**src/rtl/fxadd_pkg.sv**
```systemverilog
// Package: shared field layout and decoded-instruction type for the add unit.
// Assumes the 32-bit instruction word uses MSB-first field numbering.
package fxadd_pkg;
    localparam int ILEN    = 32;
    localparam int IDX_W   = 5;
    localparam int CR_W    = 4;

    // Decoded view of one instruction word
    typedef struct packed {
        logic             hit;   // word is the add instruction
        logic [IDX_W-1:0] rt;    // destination index
        logic             oe;    // overflow recording requested
        logic             rc;    // condition record requested
    } fxadd_dec_t;
endpackage

```
**src/rtl/fxadd_decode.sv**
```systemverilog
// Module: recognises the add instruction and extracts the destination and flag bits.
// Assumes the primary opcode sits in the top 6 bits and the extended opcode in bits [9:1].
module fxadd_decode
    import fxadd_pkg::*;
#(
    parameter int PRIMARY_OP = 31,
    parameter int EXT_OP     = 266
) (
    input  logic [ILEN-1:0] instr,
    output fxadd_dec_t      dec
);
    localparam int PO_W = 6;
    localparam int XO_W = 9;
    localparam logic [PO_W-1:0] PO_VAL = PO_W'(PRIMARY_OP);
    localparam logic [XO_W-1:0] XO_VAL = XO_W'(EXT_OP);

    // Purpose: field compare and extraction
    always_comb begin
        dec.hit = (instr[ILEN-1 -: PO_W] == PO_VAL) && (instr[XO_W:1] == XO_VAL);
        dec.rt  = instr[ILEN-PO_W-1 -: IDX_W];
        dec.oe  = instr[XO_W+1];
        dec.rc  = instr[0];
    end
endmodule

```
**src/rtl/fxadd_sum.sv**
```systemverilog
// Module: modular adder with signed-overflow detection and compare-to-zero flags.
// Assumes two's-complement operands; carry-out is intentionally dropped.
module fxadd_sum #(
    parameter int XLEN = 64
) (
    input  logic [XLEN-1:0] a,
    input  logic [XLEN-1:0] b,
    output logic [XLEN-1:0] sum,
    output logic            ovf,
    output logic            lt,
    output logic            gt,
    output logic            eq
);
    localparam int MSB = XLEN - 1;

    // Purpose: sum, overflow predicate and sign/zero flags
    always_comb begin
        sum = a + b;
        ovf = ~(a[MSB] ^ b[MSB]) & (a[MSB] ^ sum[MSB]);
        lt  = sum[MSB];
        eq  = (sum == '0);
        gt  = ~lt & ~eq;
    end
endmodule

```
**src/rtl/fxadd_status.sv**
```systemverilog
// Module: holds the overflow flag, sticky summary flag and condition field.
// Assumes upd is a single-cycle qualifier meaning an add was accepted.
module fxadd_status
    import fxadd_pkg::*;
(
    input  logic            clk,
    input  logic            rst_n,
    input  logic            upd,
    input  logic            oe,
    input  logic            rc,
    input  logic            ovf,
    input  logic            lt,
    input  logic            gt,
    input  logic            eq,
    input  logic            clr,
    output logic            ov,
    output logic            so,
    output logic [CR_W-1:0] cr
);
    logic            ov_nx;
    logic            so_nx;
    logic [CR_W-1:0] cr_nx;

    // Purpose: next state; set of summary wins over clear, record sees new summary
    always_comb begin
        so_nx = (so & ~clr) | (upd & oe & ovf);
        ov_nx = (upd & oe) ? ovf : ov;
        cr_nx = (upd & rc) ? {lt, gt, eq, so_nx} : cr;
    end

    // Purpose: status registers with synchronous reset
    always_ff @(posedge clk) begin
        if (!rst_n) begin
            ov <= 1'b0;
            so <= 1'b0;
            cr <= '0;
        end else begin
            ov <= ov_nx;
            so <= so_nx;
            cr <= cr_nx;
        end
    end
endmodule

```
**src/rtl/fxadd_exec.sv**
```systemverilog
// Module: top of the add execute unit; registers the writeback and drives the status block.
// Assumes operand values are read from the register file before this stage.
module fxadd_exec
    import fxadd_pkg::*;
#(
    parameter int XLEN       = 64,
    parameter int PRIMARY_OP = 31,
    parameter int EXT_OP     = 266
) (
    input  logic            clk,
    input  logic            rst_n,
    input  logic            in_valid,
    output logic            in_ready,
    input  logic [31:0]     in_instr,
    input  logic [XLEN-1:0] in_a,
    input  logic [XLEN-1:0] in_b,
    input  logic            so_clr,
    output logic            out_valid,
    output logic            wr_en,
    output logic [4:0]      wr_idx,
    output logic [XLEN-1:0] wr_data,
    output logic            ov,
    output logic            so,
    output logic [3:0]      cr
);
    fxadd_dec_t      dec;
    logic [XLEN-1:0] sum;
    logic            ovf, lt, gt, eq;
    logic            take;

    assign in_ready = 1'b1;
    assign take     = in_valid & dec.hit;

    fxadd_decode #(.PRIMARY_OP(PRIMARY_OP), .EXT_OP(EXT_OP)) u_dec (
        .instr (in_instr),
        .dec   (dec)
    );

    fxadd_sum #(.XLEN(XLEN)) u_sum (
        .a   (in_a),
        .b   (in_b),
        .sum (sum),
        .ovf (ovf),
        .lt  (lt),
        .gt  (gt),
        .eq  (eq)
    );

    fxadd_status u_stat (
        .clk   (clk),
        .rst_n (rst_n),
        .upd   (take),
        .oe    (dec.oe),
        .rc    (dec.rc),
        .ovf   (ovf),
        .lt    (lt),
        .gt    (gt),
        .eq    (eq),
        .clr   (so_clr),
        .ov    (ov),
        .so    (so),
        .cr    (cr)
    );

    // Purpose: writeback strobes with synchronous reset
    always_ff @(posedge clk) begin
        if (!rst_n) begin
            out_valid <= 1'b0;
            wr_en     <= 1'b0;
        end else begin
            out_valid <= in_valid;
            wr_en     <= take;
        end
    end

    // Purpose: writeback index and data, loaded on an accepted add
    always_ff @(posedge clk) begin
        if (take) begin
            wr_idx  <= dec.rt;
            wr_data <= sum;
        end
    end
endmodule

```
**config.mk**
```make
export PLATFORM = sky130hd
export DESIGN_NAME = fxadd_exec
export DESIGN_NICKNAME = d
export VERILOG_FILES = /design/src/rtl/fxadd_pkg.sv /design/src/rtl/fxadd_decode.sv /design/src/rtl/fxadd_sum.sv /design/src/rtl/fxadd_status.sv /design/src/rtl/fxadd_exec.sv
export SDC_FILE = /design/constraint.sdc
export NUM_CORES = 1
export LEC_CHECK = 0
export BUFFER_PORTS_ARGS = -buffer_cell sky130_fd_sc_hd__buf_2
export CORE_MARGIN = 2
export CORE_UTILIZATION = 55
export DETAILED_ROUTE_END_ITERATION = 7
export PLACE_DENSITY = 0.82
export SLEW_MARGIN = 25
export SYNTH_ARGS = -nofsm -noshare
export SYNTH_HDL_FRONTEND = slang
export SYNTH_SLANG_ARGS = --single-unit
export TNS_END_PERCENT = 50
```
**constraint.sdc**
```tcl
create_clock -name clk -period 14.42 [get_ports clk]
set_clock_uncertainty 0.2 [all_clocks]
set_input_delay 0.721 -clock clk [delete_from_list [all_inputs] [get_ports clk]]
set_output_delay 0.721 -clock clk [all_outputs]
set_load 0.02 [all_outputs]
```
==> results by group, run 1 <==
Flow run
  • Max Cap Viol: 0

Hold path
  • Hold path depth: 2
  • Min-Delay Path Class: reg -> reg
  • Min-delay src: u_stat.cr[1]
  • Worst hold endpoint: u_stat.cr[1]

Power and ir drop
  • Pleak: 3.637 nW
  • Max VDD drop: 0.05326 mV
  • Power Total: approximately 750 uW
  • PwrDens: 86.24 nW/um^2

Floorplan
  • Die width: 118.8 um
  • Die area: about 14000 sq um
  • Placeable Area: 12720 sq um
  • Die height: roughly 120 um
  • Std cell rows: 41
  • Initial cell density of the core: 0.5701
  • I/O Pins: 242

Timing
  • Final worst path period share: 0.3298
  • Endpoints failing hold: 0
  • Final WS setup: 9665 ps
  • Max Slew Vio Count: 0
  • RSZ-0062 raised after global routing: no
  • Final min period: 4755 ps
  • Final hold slack: around 310 ps
  • Max Freq: 210.3 MHz
  • Setup_tns: 0 ps
  • Slew margin rel.: 0.4223
  • Final setup fails: 0
  • Worst slew pin tran: just under 900 ps

Layout
  • Antenna diodes: 0
  • Area grow syn2layout: 20.29%
  • Final Net Count: ~1300
  • FILL cells: 1111
  • Share of layout cells above drive strength 1: 0.2450
  • Core Util, Final: 0.6858

CTS
  • CTS resizes: 0
  • Clock sink count: 77
  • Setup Buffers After CTS: 0
  • Root buf cell: clkbuf_16
  • Depth of the CTS H-tree: 3
  • Max Root-Sink Buffers: 2
  • Skew-Pair Late Insertion Delay: 320 ps
  • CTS Hold Bufs: 0
  • Clk slew on worst S/H paths: roughly 50 ps
  • CTS tree: built
  • CTS Buf Count: 9

Yosys
  • Most used DFF post-synth: edfxtp_1
  • Synth warnings: 0
  • Area share of the largest cell type after synthesis: 0.2857
  • Synthesized flop and latch total: 77
  • Top cells by area, synth: edfxtp_1 (29%), ha_1 (11%), a21oi_1 (6.5%), nand2_1 (4.7%), nor2_1 (3.4%)
  • EDFF count, synth: between 60 and 70
  • Post-synth ARST share: 0
  • Synth cell types: slightly above 70
  • Synth area leader: edfxtp_1
  • Sequential element share of the synthesized area: 0.3077
  • Avg Cell Area, Syn: 8.513 sq um
  • Cell area after synthesis: 7253 sq um
  • Post-Syn Nets: 1080
  • Cells after Synth: 852

Critical path
  • CP endpoint kind: flip-flop
  • CP max FO: 6
  • RR Endpoint: u_stat.cr[0]
  • Setup CP Type: in -> reg
  • Worst R2R Start: u_stat.so
  • Flop2flop setup slack: 13450 ps
  • Worst setup SP type: input port
  • CP required: ~14000 ps
  • Critical path arrival: 4820 ps
  • Reg2reg path depth: 3

Route
  • Via density: 6.329
  • Drc violations: 0
  • DRT Pass-1 Iters: 5
  • Detail Route Antenna Nets: 0
  • Routed WL: 23170 um
  • DRT iter0 DRCs: ~840
  • Detailed-route wire length per cell: 18.85 um
  • Vias: 7778

Placed design
  • PortBufs: 230
  • Gpl congestion: 0.9811
  • Detailed placement HPWL: 19240 um
  • Setup slack at placement: 9507 ps

Global route
  • M1 GR Usage: 0.4507
  • Gr busiest metal: met2
  • Vias in the first global route: 6969
  • Grt total ovfl: 0
  • Global Route Usage Sum: 0.3186
  • Met2 Usage GRT: 0.5061
  • Initial antenna violation count: 0
  • Largest net degree at the start of global routing: 73
  • Met3 usage: 0.05316
  • Global-route wire length before repair: 35790 um

Status
  • Status: complete, no violations
stage by stage:
| step | instance area, sq um | instances |
|---|---|---|
| detailed placement | 8436 | 1213 |
| finish | 8725 | 1229 |
| global placement | 8436 | 1213 |
| CTS | 8725 | 1229 |
| global route | 8725 | 1229 |
| floorplan | 7253 | 852 |
worst max-delay path by stage:
stage                start  cells past startpoint           end
5_1_grt            in_a[0]                     15  u_stat.cr[2]
2_1_floorplan  in_instr[5]                      8  u_stat.cr[1]
3_5_place_dp       in_a[0]                     15  u_stat.cr[1]
4_1_cts            in_a[0]                     15  u_stat.cr[1]
3_3_place_gp       in_a[0]                     15  u_stat.cr[2]
6_report           in_a[0]                     15  u_stat.cr[1]
state kept, by name, summed over array words and instances, names as in the netlist:
| register | flops |
|---|---|
| wr_idx | 5 |
| out_valid | 1 |
| wr_en | 1 |
| u_stat.ov | 1 |
| wr_data | 64 |
| u_stat.cr | 4 |
| u_stat.so | 1 |
report_power, final:
group          switching, mW  internal [mW]  total [mW]
combinational          0.180          0.103       0.282
clock                 0.0789          0.138       0.217
sequential         0.0000259          0.253       0.253
total                  0.259          0.494       0.752
logic make-up (layout without fill, tap and decap cells):
kind of cell / after synthesis / in the layout / share of synthesized area
AOI/OAI and AO/OA: 288 / 288 / 0.2594
xor gates and xnor gates: 49 / 49 / 0.05917
adders and majority gates: 64 / 64 / 0.1114
buffers and inverters: 53 / 258 / 0.03278
DFF: 77 / 77 / 0.3077
muxes: 6 / 6 / 0.008453
other: 1 / 1 / 0.0005170
and+or+nand+nor: 314 / 314 / 0.2205
Yosys cell counts, types with 12 or more instances:
cell and n:
a21oi_1 94, nand2_1 90, edfxtp_1 69, nor2_1 66
ha_1 63, nand4_1 36, o21ai_0 36, buf_2 28
a21o_1 27, xnor2_1 27, nor3_1 26, xor2_1 22
o21ai_1 18, a211oi_1 15, clkbuf_1 13, nand3_1 12
critical path, stage by stage:
cell	delay [ps]
buf_2	100
ha_1	250
fa_1	440
a211oi_2	360
o21ai_2	170
a211oi_2	490
nor4_1	230
o31ai_1	710
a2111oi_0	240
a211oi_1	340
o311a_1	240
nand4_1	130
nor3_1	240
a21oi_1	60
nor2b_1	100
layer usage:
metal / wire length, um / share of wire
met2: 10460 / 0.45
met1: 9818 / 0.42
met5: 0 / 0
met4: 481 / 0.021
met3: 2410 / 0.10
cell type report:
| class | count | area (sq um) | share of cell area |
|---|---|---|---|
| Sequential cell | 77 | 2232 | 0.2558 |
| Timing Repair Buffer | 231 | 1159 | 0.1328 |
| Clock inverter | 3 | 38.79 | 0.004446 |
| Multi-Input combinational cell | 722 | 4788 | 0.5488 |
| Tap cell | 172 | 215.2 | 0.02467 |
| Clock buffer | 13 | 250.2 | 0.02868 |
| Inverter | 11 | 41.29 | 0.004733 |
layout by cell type, fill, tap and decap left out, types with 27 or more instances in the layout:
cell | synthesis | final
buf_2 | 28 | 230
a21oi_1 | 94 | 94
nand2_1 | 90 | 90
edfxtp_1 | 69 | 69
nor2_1 | 66 | 66
ha_1 | 63 | 63
nand4_1 | 36 | 36
o21ai_0 | 36 | 36
a21o_1 | 27 | 27
xnor2_1 | 27 | 27
Note: power is estimated with default switching activity, not from simulation.
==> run 2: changes to the inputs <==
--- a/config.mk
+++ b/config.mk
@@ -7,9 +7,9 @@
 export LEC_CHECK = 0
 export BUFFER_PORTS_ARGS = -buffer_cell sky130_fd_sc_hd__buf_2
 export CORE_MARGIN = 2
-export CORE_UTILIZATION = 55
+export CORE_UTILIZATION = 52
 export DETAILED_ROUTE_END_ITERATION = 7
-export PLACE_DENSITY = 0.82
+export PLACE_DENSITY = 0.78
 export SLEW_MARGIN = 25
 export SYNTH_ARGS = -nofsm -noshare
 export SYNTH_HDL_FRONTEND = slang
==> constraint.sdc (replaced) <==
create_clock -name clk -period 4.4 [get_ports clk]
set_clock_uncertainty 0.2 [all_clocks]
set_input_delay 0.22 -clock clk [delete_from_list [all_inputs] [get_ports clk]]
set_output_delay 0.22 -clock clk [all_outputs]
set_load 0.02 [all_outputs]
==> results by group, run 2 (same netlist as run 1, synthesis figures left out) <==
Critical path
  • Reg2reg path depth: 3 (unchanged)
  • Stages on the worst setup path: 15 (unchanged)
  • Worst setup SP type: input port
  • Flop2flop setup slack: 3430 ps (-10020 ps)
  • Buf+Inv Stages, Crit Path: 1 (unchanged)
  • Cell chain of the critical path: buf_2 > ha_1 > fa_1 > a211oi_2 > o21ai_2 > a211oi_2 > o31ai_1 > xor2_1 > a2111o_1 > nor4_1 > nor4b_1 > nand4_1 > nor3_1 > a21oi_1 > nor2b_1
  • Setup CP Type: in -> reg
  • CP max FO: 6 (unchanged)
  • Critical path arrival: 3900 ps (-920 ps)
  • CP required: 4460 ps (-10020 ps)
  • Cell mode on critical path: a211oi_2
  • CP endpoint kind: flip-flop
  • Crit-path leading delay family: compound AO/OA/AOI/OAI gates
  • Crit-path max cell delay: 460 ps (-250 ps)
  • Slowest cell on crit path: a211oi_2

Layout
  • Final Net Count: 1293 (+1.0%)
  • Commonest non-fill, non-tap cell in the layout: buf_2
  • Area grow syn2layout: 21.93%
  • Most frequent cells in the layout: buf_2 (230), a21oi_1 (94), nand2_1 (90)
  • Final Non-Filler Cells: 1249 (+1.6%)
  • FF/Latch Area: 2232 sq um (unchanged)
  • Share of layout cells above drive strength 1: 0.2451 (about the same)
  • Largest Register: wr_data
  • Area of the multi-input gates: 4795 sq um (+0.13%)
  • FILL cells: 1222 (+10%)
  • Largest register FFs: 64 (unchanged)
  • Antenna diodes: 0 (unchanged)
  • Top flop regs: wr_data x64, wr_idx x5, u_stat.cr x4

Hold path
  • Min-Delay Path Class: in -> reg
  • Hold path depth: 2 (unchanged)

Placed design
  • PortBufs: 230 (unchanged)
  • Gpl congestion: 0.9764 (-0.48%)
  • Inst Count DP: 1226 (+1.1%)
  • Detailed placement HPWL: 20030 um (+4.1%)

Floorplan
  • I/O Pins: 242 (unchanged)
  • Initial cell density of the core: 0.5266 (-0.04350)
  • Die width: 122.1 um (+2.8%)
  • Std cell rows: 43 (+4.9%)
  • Placeable Area: 13770 sq um (+8.3%)
  • Die height: 122.1 um (+2.8%)
  • Die area: 14910 sq um (+5.6%)

Global route
  • M1 GR Usage: 0.4662 (+0.01550)
  • Gr busiest metal: met2
  • Grt total ovfl: 0 (unchanged)
  • Initial antenna violation count: 0 (unchanged)
  • Met2 Usage GRT: 0.5038 (-0.002266)
  • Met3 usage: 0.03418 (-0.01898)
  • Global-route wire length before repair: 36450 um (+1.8%)
  • Largest net degree at the start of global routing: 69 (-5.5%)
  • Vias in the first global route: 6767 (-2.9%)
  • Global Route Usage Sum: 0.3196 (+0.0009717)

Route
  • DRT iter0 DRCs: 766 (-9.0%)
  • Vias: 7700 (-1.0%)
  • Routed WL: 23860 um (+3.0%)
  • Via density: 6.165 (-2.6%)
  • DRT Pass-1 Iters: 5 (unchanged)
  • Drc violations: 0 (unchanged)
  • Detail Route Antenna Nets: 0 (unchanged)
  • Detailed-route wire length per cell: 19.10 um (+1.3%)

Power and ir drop
  • Max VDD drop: 0.1842 mV (+250%)
  • PwrDens: 277.5 nW/um^2 (+220%)
  • Pleak: 3.700 nW (+1.7%)

Timing
  • Setup_tns: 0 ps (unchanged)
  • Slew margin rel.: 0.4653 (+0.04296)
  • RSZ-0062 raised after global routing: no
  • Final min period: 3837 ps
  • Max Freq: 260.6 MHz
  • Max Slew Vio Count: 0 (unchanged)
  • Final setup fails: 0 (unchanged)
  • Endpoints failing hold: 0 (unchanged)
  • Worst slew pin tran: 802.1 ps (-64.44 ps)
  • Final worst path period share: 0.8720

CTS
  • Depth of the CTS H-tree: 3 (unchanged)
  • Clk slew on worst S/H paths: 50 ps (about the same)
  • Skew-Pair Late Insertion Delay: 330 ps (about the same)
  • Root buf cell: clkbuf_16
  • CTS tree: built
  • Clock sink count: 77 (unchanged)
  • Max Root-Sink Buffers: 2 (unchanged)
  • CTS Buf Count: 9 (unchanged)
  • Setup Buffers After CTS: 0 (unchanged)

Flow run
  • Max Cap Viol: 0 (unchanged)

Status
  • Status: complete, no violations
[run 2: area by class of cell]
type | instances | area share
sequential | 77 | 0.2524
timing repair buffer | 244 | 0.1443
tap | 180 | 0.02547
inverter | 11 | 0.004669
clock buffer | 12 | 0.02674
multi-input combinational | 722 | 0.5422
clock inverter | 3 | 0.004244
[run 2: worst paths after layout]
path / from / to
setup / recovery: in_a[0] / u_stat.cr[1]
hold reg to reg: u_stat.ov / u_stat.ov
setup reg to reg: u_stat.so / u_stat.cr[0]
hold / removal: in_b[0] / wr_data[0]
[run 2: stage by stage]
step	area (sq um)	util	worst slack [ps]	total power [mW]	hold WS, ps
finish	8843	0.6421	563.2	2.454	17.90
global placement	8489	0.6164	410.0	1.750	197.0
global route	8843	0.6421	298.2	2.571	16.78
CTS	8843	0.6421	635.3	2.437	9.790
floorplan	7264	-	784.3	1.461	118.9
detailed placement	8489	0.6164	347.9	1.754	202.3
[run 2: what timing repair did]
item                      4_1_cts  5_1_grt
hold buffers                    8        0
hold endpoints to repair       10        0
gates resized for setup         0        0
[run 2: metal layers]
| layer | share of wire | vias to the layer above |
|---|---|---|
| met2 | 0.45 | 396 |
| li1 | - | 3706 |
| met1 | 0.44 | 3566 |
| met3 | 0.093 | 32 |
| met4 | 0.017 | 0 |
| met5 | 0 | - |
[run 2: worst reg2reg max path, stage by stage (launching register included)]
cell and delay (ps):
dfxtp_1 320, inv_1 40, o22ai_1 210, o211a_1 150
[run 2: report_power, final]
| part | internal, mW | leakage [nW] | total (mW) | switching, mW |
|---|---|---|---|---|
| clock network | 0.432 | 0.132 | 0.678 | 0.246 |
| logic | 0.345 | 2.88 | 0.946 | 0.602 |
| registers | 0.830 | 0.684 | 0.830 | 0.000101 |
==> run 3: changes to the inputs <==
--- a/config.mk
+++ b/config.mk
@@ -6,10 +6,13 @@
 export NUM_CORES = 1
 export LEC_CHECK = 0
 export BUFFER_PORTS_ARGS = -buffer_cell sky130_fd_sc_hd__buf_2
-export CORE_MARGIN = 2
-export CORE_UTILIZATION = 52
+export CELL_PAD_IN_SITES_DETAIL_PLACEMENT = 1
+export CELL_PAD_IN_SITES_GLOBAL_PLACEMENT = 2
+export CORE_MARGIN = 5
+export CORE_UTILIZATION = 30
 export DETAILED_ROUTE_END_ITERATION = 7
-export PLACE_DENSITY = 0.78
+export PLACE_DENSITY = 0.79
+export REMOVE_ABC_BUFFERS = 1
 export SLEW_MARGIN = 25
 export SYNTH_ARGS = -nofsm -noshare
 export SYNTH_HDL_FRONTEND = slang
==> results by group, run 3 (same netlist as run 1, synthesis figures left out) <==
Critical path
  • RR Endpoint: u_stat.cr[0]
  • Flop2flop setup slack: 3420 ps (about the same)
  • Crit-path max cell delay: 430 ps (-30 ps)
  • Reg2reg path depth: 3 (unchanged)
  • Critical Path Start: in_a[0]
  • CP max FO: 5 (-1)
  • Setup CP Type: in -> reg
  • Cell chain of the critical path: buf_2 > ha_1 > fa_1 > a211oi_2 > o211ai_1 > nand4_1 > a31oi_1 > o21ai_1 > a211oi_1 > or3b_1 > nor4_1 > nand4_1 > nor2_1 > o21ai_1 > and2_1
  • Slowest cell on crit path: nor4_1
  • Critical path arrival: 3860 ps (-40 ps)
  • Worst R2R Start: u_stat.so
  • Crit-path leading delay family: simple AND/OR/NAND/NOR gates
  • CP required: 4420 ps (-40 ps)
  • Worst setup SP type: input port
  • Buf+Inv Stages, Crit Path: 1 (unchanged)
  • CP endpoint kind: flip-flop

Placed design
  • Detailed placement HPWL: 24370 um (+22%)
  • PortBufs: 230 (unchanged)
  • Gpl congestion: 0.9045 (-7.4%)
  • Inst Count DP: 1378 (+12%)

Layout
  • Area grow syn2layout: 25.08%
  • Largest Register: wr_data
  • Final Non-Filler Cells: 1402 (+12%)
  • Most frequent cells in the layout: buf_2 (230), a21oi_1 (94), nand2_1 (90)
  • Core Util, Final: 0.3775 (-0.2646)
  • Largest register FFs: 64 (unchanged)
  • Final Net Count: 1301 (+0.62%)
  • Top flop regs: wr_data x64, wr_idx x5, u_stat.cr x4
  • Commonest non-fill, non-tap cell in the layout: buf_2
  • Antenna diodes: 0 (unchanged)
  • Share of layout cells above drive strength 1: 0.2542 (+0.009086)

Status
  • Status: complete, no violations

Floorplan
  • I/O Pins: 242 (unchanged)
  • Placeable Area: 24030 sq um (+75%)
  • Std cell rows: 57 (+33%)
  • Initial cell density of the core: 0.3018 (-0.2248)
  • Die area: 27390 sq um (+84%)
  • Die height: 165.5 um (+36%)
  • Die width: 165.5 um (+36%)

CTS
  • Root buf cell: clkbuf_16
  • Depth of the CTS H-tree: 3 (unchanged)
  • Max Root-Sink Buffers: 2 (unchanged)
  • Clock sink count: 77 (unchanged)
  • CTS tree: built
  • Setup Buffers After CTS: 0 (unchanged)
  • Skew-Pair Late Insertion Delay: 330 ps (about the same)
  • CTS resizes: 0 (unchanged)
  • CTS Buf Count: 9 (unchanged)
  • Clk slew on worst S/H paths: 60 ps (about the same)

Route
  • Drc violations: 0 (unchanged)
  • Detail Route Antenna Nets: 0 (unchanged)
  • DRT iter0 DRCs: 345 (-55%)
  • Detailed-route wire length per cell: 20.26 um (+6.1%)
  • Routed WL: 28410 um (+19%)
  • DRT Pass-1 Iters: 5 (unchanged)
  • Via density: 5.416 (-12%)
  • Vias: 7593 (-1.4%)

Global route
  • Grt total ovfl: 0 (unchanged)
  • Global-route wire length before repair: 42830 um (+17%)
  • Global Route Usage Sum: 0.2007 (-0.1189)
  • Largest net degree at the start of global routing: 47 (-32%)
  • Initial antenna violation count: 0 (unchanged)
  • Vias in the first global route: 7751 (+15%)

Timing
  • Final setup fails: 0 (unchanged)
  • RSZ-0062 raised after global routing: no
  • Final worst path period share: 0.8722 (about the same)
  • Slew margin rel.: 0.5292 (+0.06395)
  • Final hold slack: 16.30 ps (-1.603 ps)
  • Worst slew pin tran: 698.8 ps (-103.3 ps)
  • Max Slew Vio Count: 0 (unchanged)
  • Final min period: 3838 ps (+0.9710 ps)
  • Max Freq: 260.6 MHz (about the same)
  • Setup_tns: 0 ps (unchanged)
  • Endpoints failing hold: 0 (unchanged)

Hold path
  • Min-Delay Path Class: in -> reg
  • Min-delay src: in_b[0]
  • Worst hold endpoint: wr_data[0]
  • Hold path depth: 2 (unchanged)

Power and ir drop
  • Max VDD drop: 0.1374 mV (-25%)
  • Pleak: 3.717 nW (+0.46%)
  • PwrDens: 272.9 nW/um^2 (-1.6%)

Flow run
  • Max Cap Viol: 0 (unchanged)
==> run 3: cell types whose count changed in the layout (fill, tap and decap cells not counted), sizes merged <==
| cell | change |
|---|---|
| inv | +1 |
| bufinv | -1 |
| clkinvlp | +3 |
| clkinv | -1 |
| clkbuf | -1 |
| buf | +8 |
==> run 3: timing repair <==
item / in CTS / in global routing
endpoints found under the setup margin: 0 / 0
hold buffers: 8 / 0
endpoints found under the hold margin: 12 / 0
==> run 3: layout make-up <==
| cell class | count | area (sq um) |
|---|---|---|
| repair buffers | 252 | 1336 |
| clock inverters | 5 | 36.28 |
| multi-input cells | 722 | 4788 |
| flip-flops and latches | 77 | 2232 |
| well taps | 324 | 405.4 |
| fillers | 2953 | 14960 |
| inverters | 11 | 41.29 |
| clock buffers | 11 | 232.7 |
==> run 3: per-layer routing <==
metal / GRT usage / part of all wire / vias to the layer above
met5: 0 / 0 / -
met4: 0.04687 / 0.016 / 0
met3: 0.02805 / 0.062 / 24
met2: 0.3196 / 0.44 / 233
met1: 0.2886 / 0.49 / 3617
li1: - / - / 3719
==> run 3: worst max-delay path by stage <==
stage	endpoint	slack, ps	cells after the start
finish	u_stat.cr[2]	560	15
global route	u_stat.cr[1]	270	15
CTS	u_stat.cr[2]	580	15
detailed placement	u_stat.cr[2]	250	15
global placement	u_stat.cr[2]	300	15
floorplan	u_stat.cr[1]	-2790	8
==> run 3: worst reg2reg max path, delay by kind of cell, from the launching register on <==
| family | cells | cell delay, ps |
|---|---|---|
| AO/OA/AOI/OAI | 2 | 360 |
| flip-flops | 1 | 320 |
| buffers and inverters | 1 | 40 |
==> run 3: per-stage QoR <==
stage / power (mW) / setup WS (ps) / instance area [sq um]
after floorplan: 1.450 / -2795 / 7057
after global placement: 1.785 / 297.4 / 8723
after detailed placement: 1.794 / 250.2 / 8723
after CTS: 2.487 / 582.7 / 9072
after global routing: 2.630 / 267.2 / 9072
final: 2.476 / 562.3 / 9072
==> run 3: report_power, final <==
part           switching (mW)  internal [mW]
Sequential          0.0000991          0.829
Combinational           0.622          0.350
Clock                   0.291          0.383
Total                   0.914           1.56
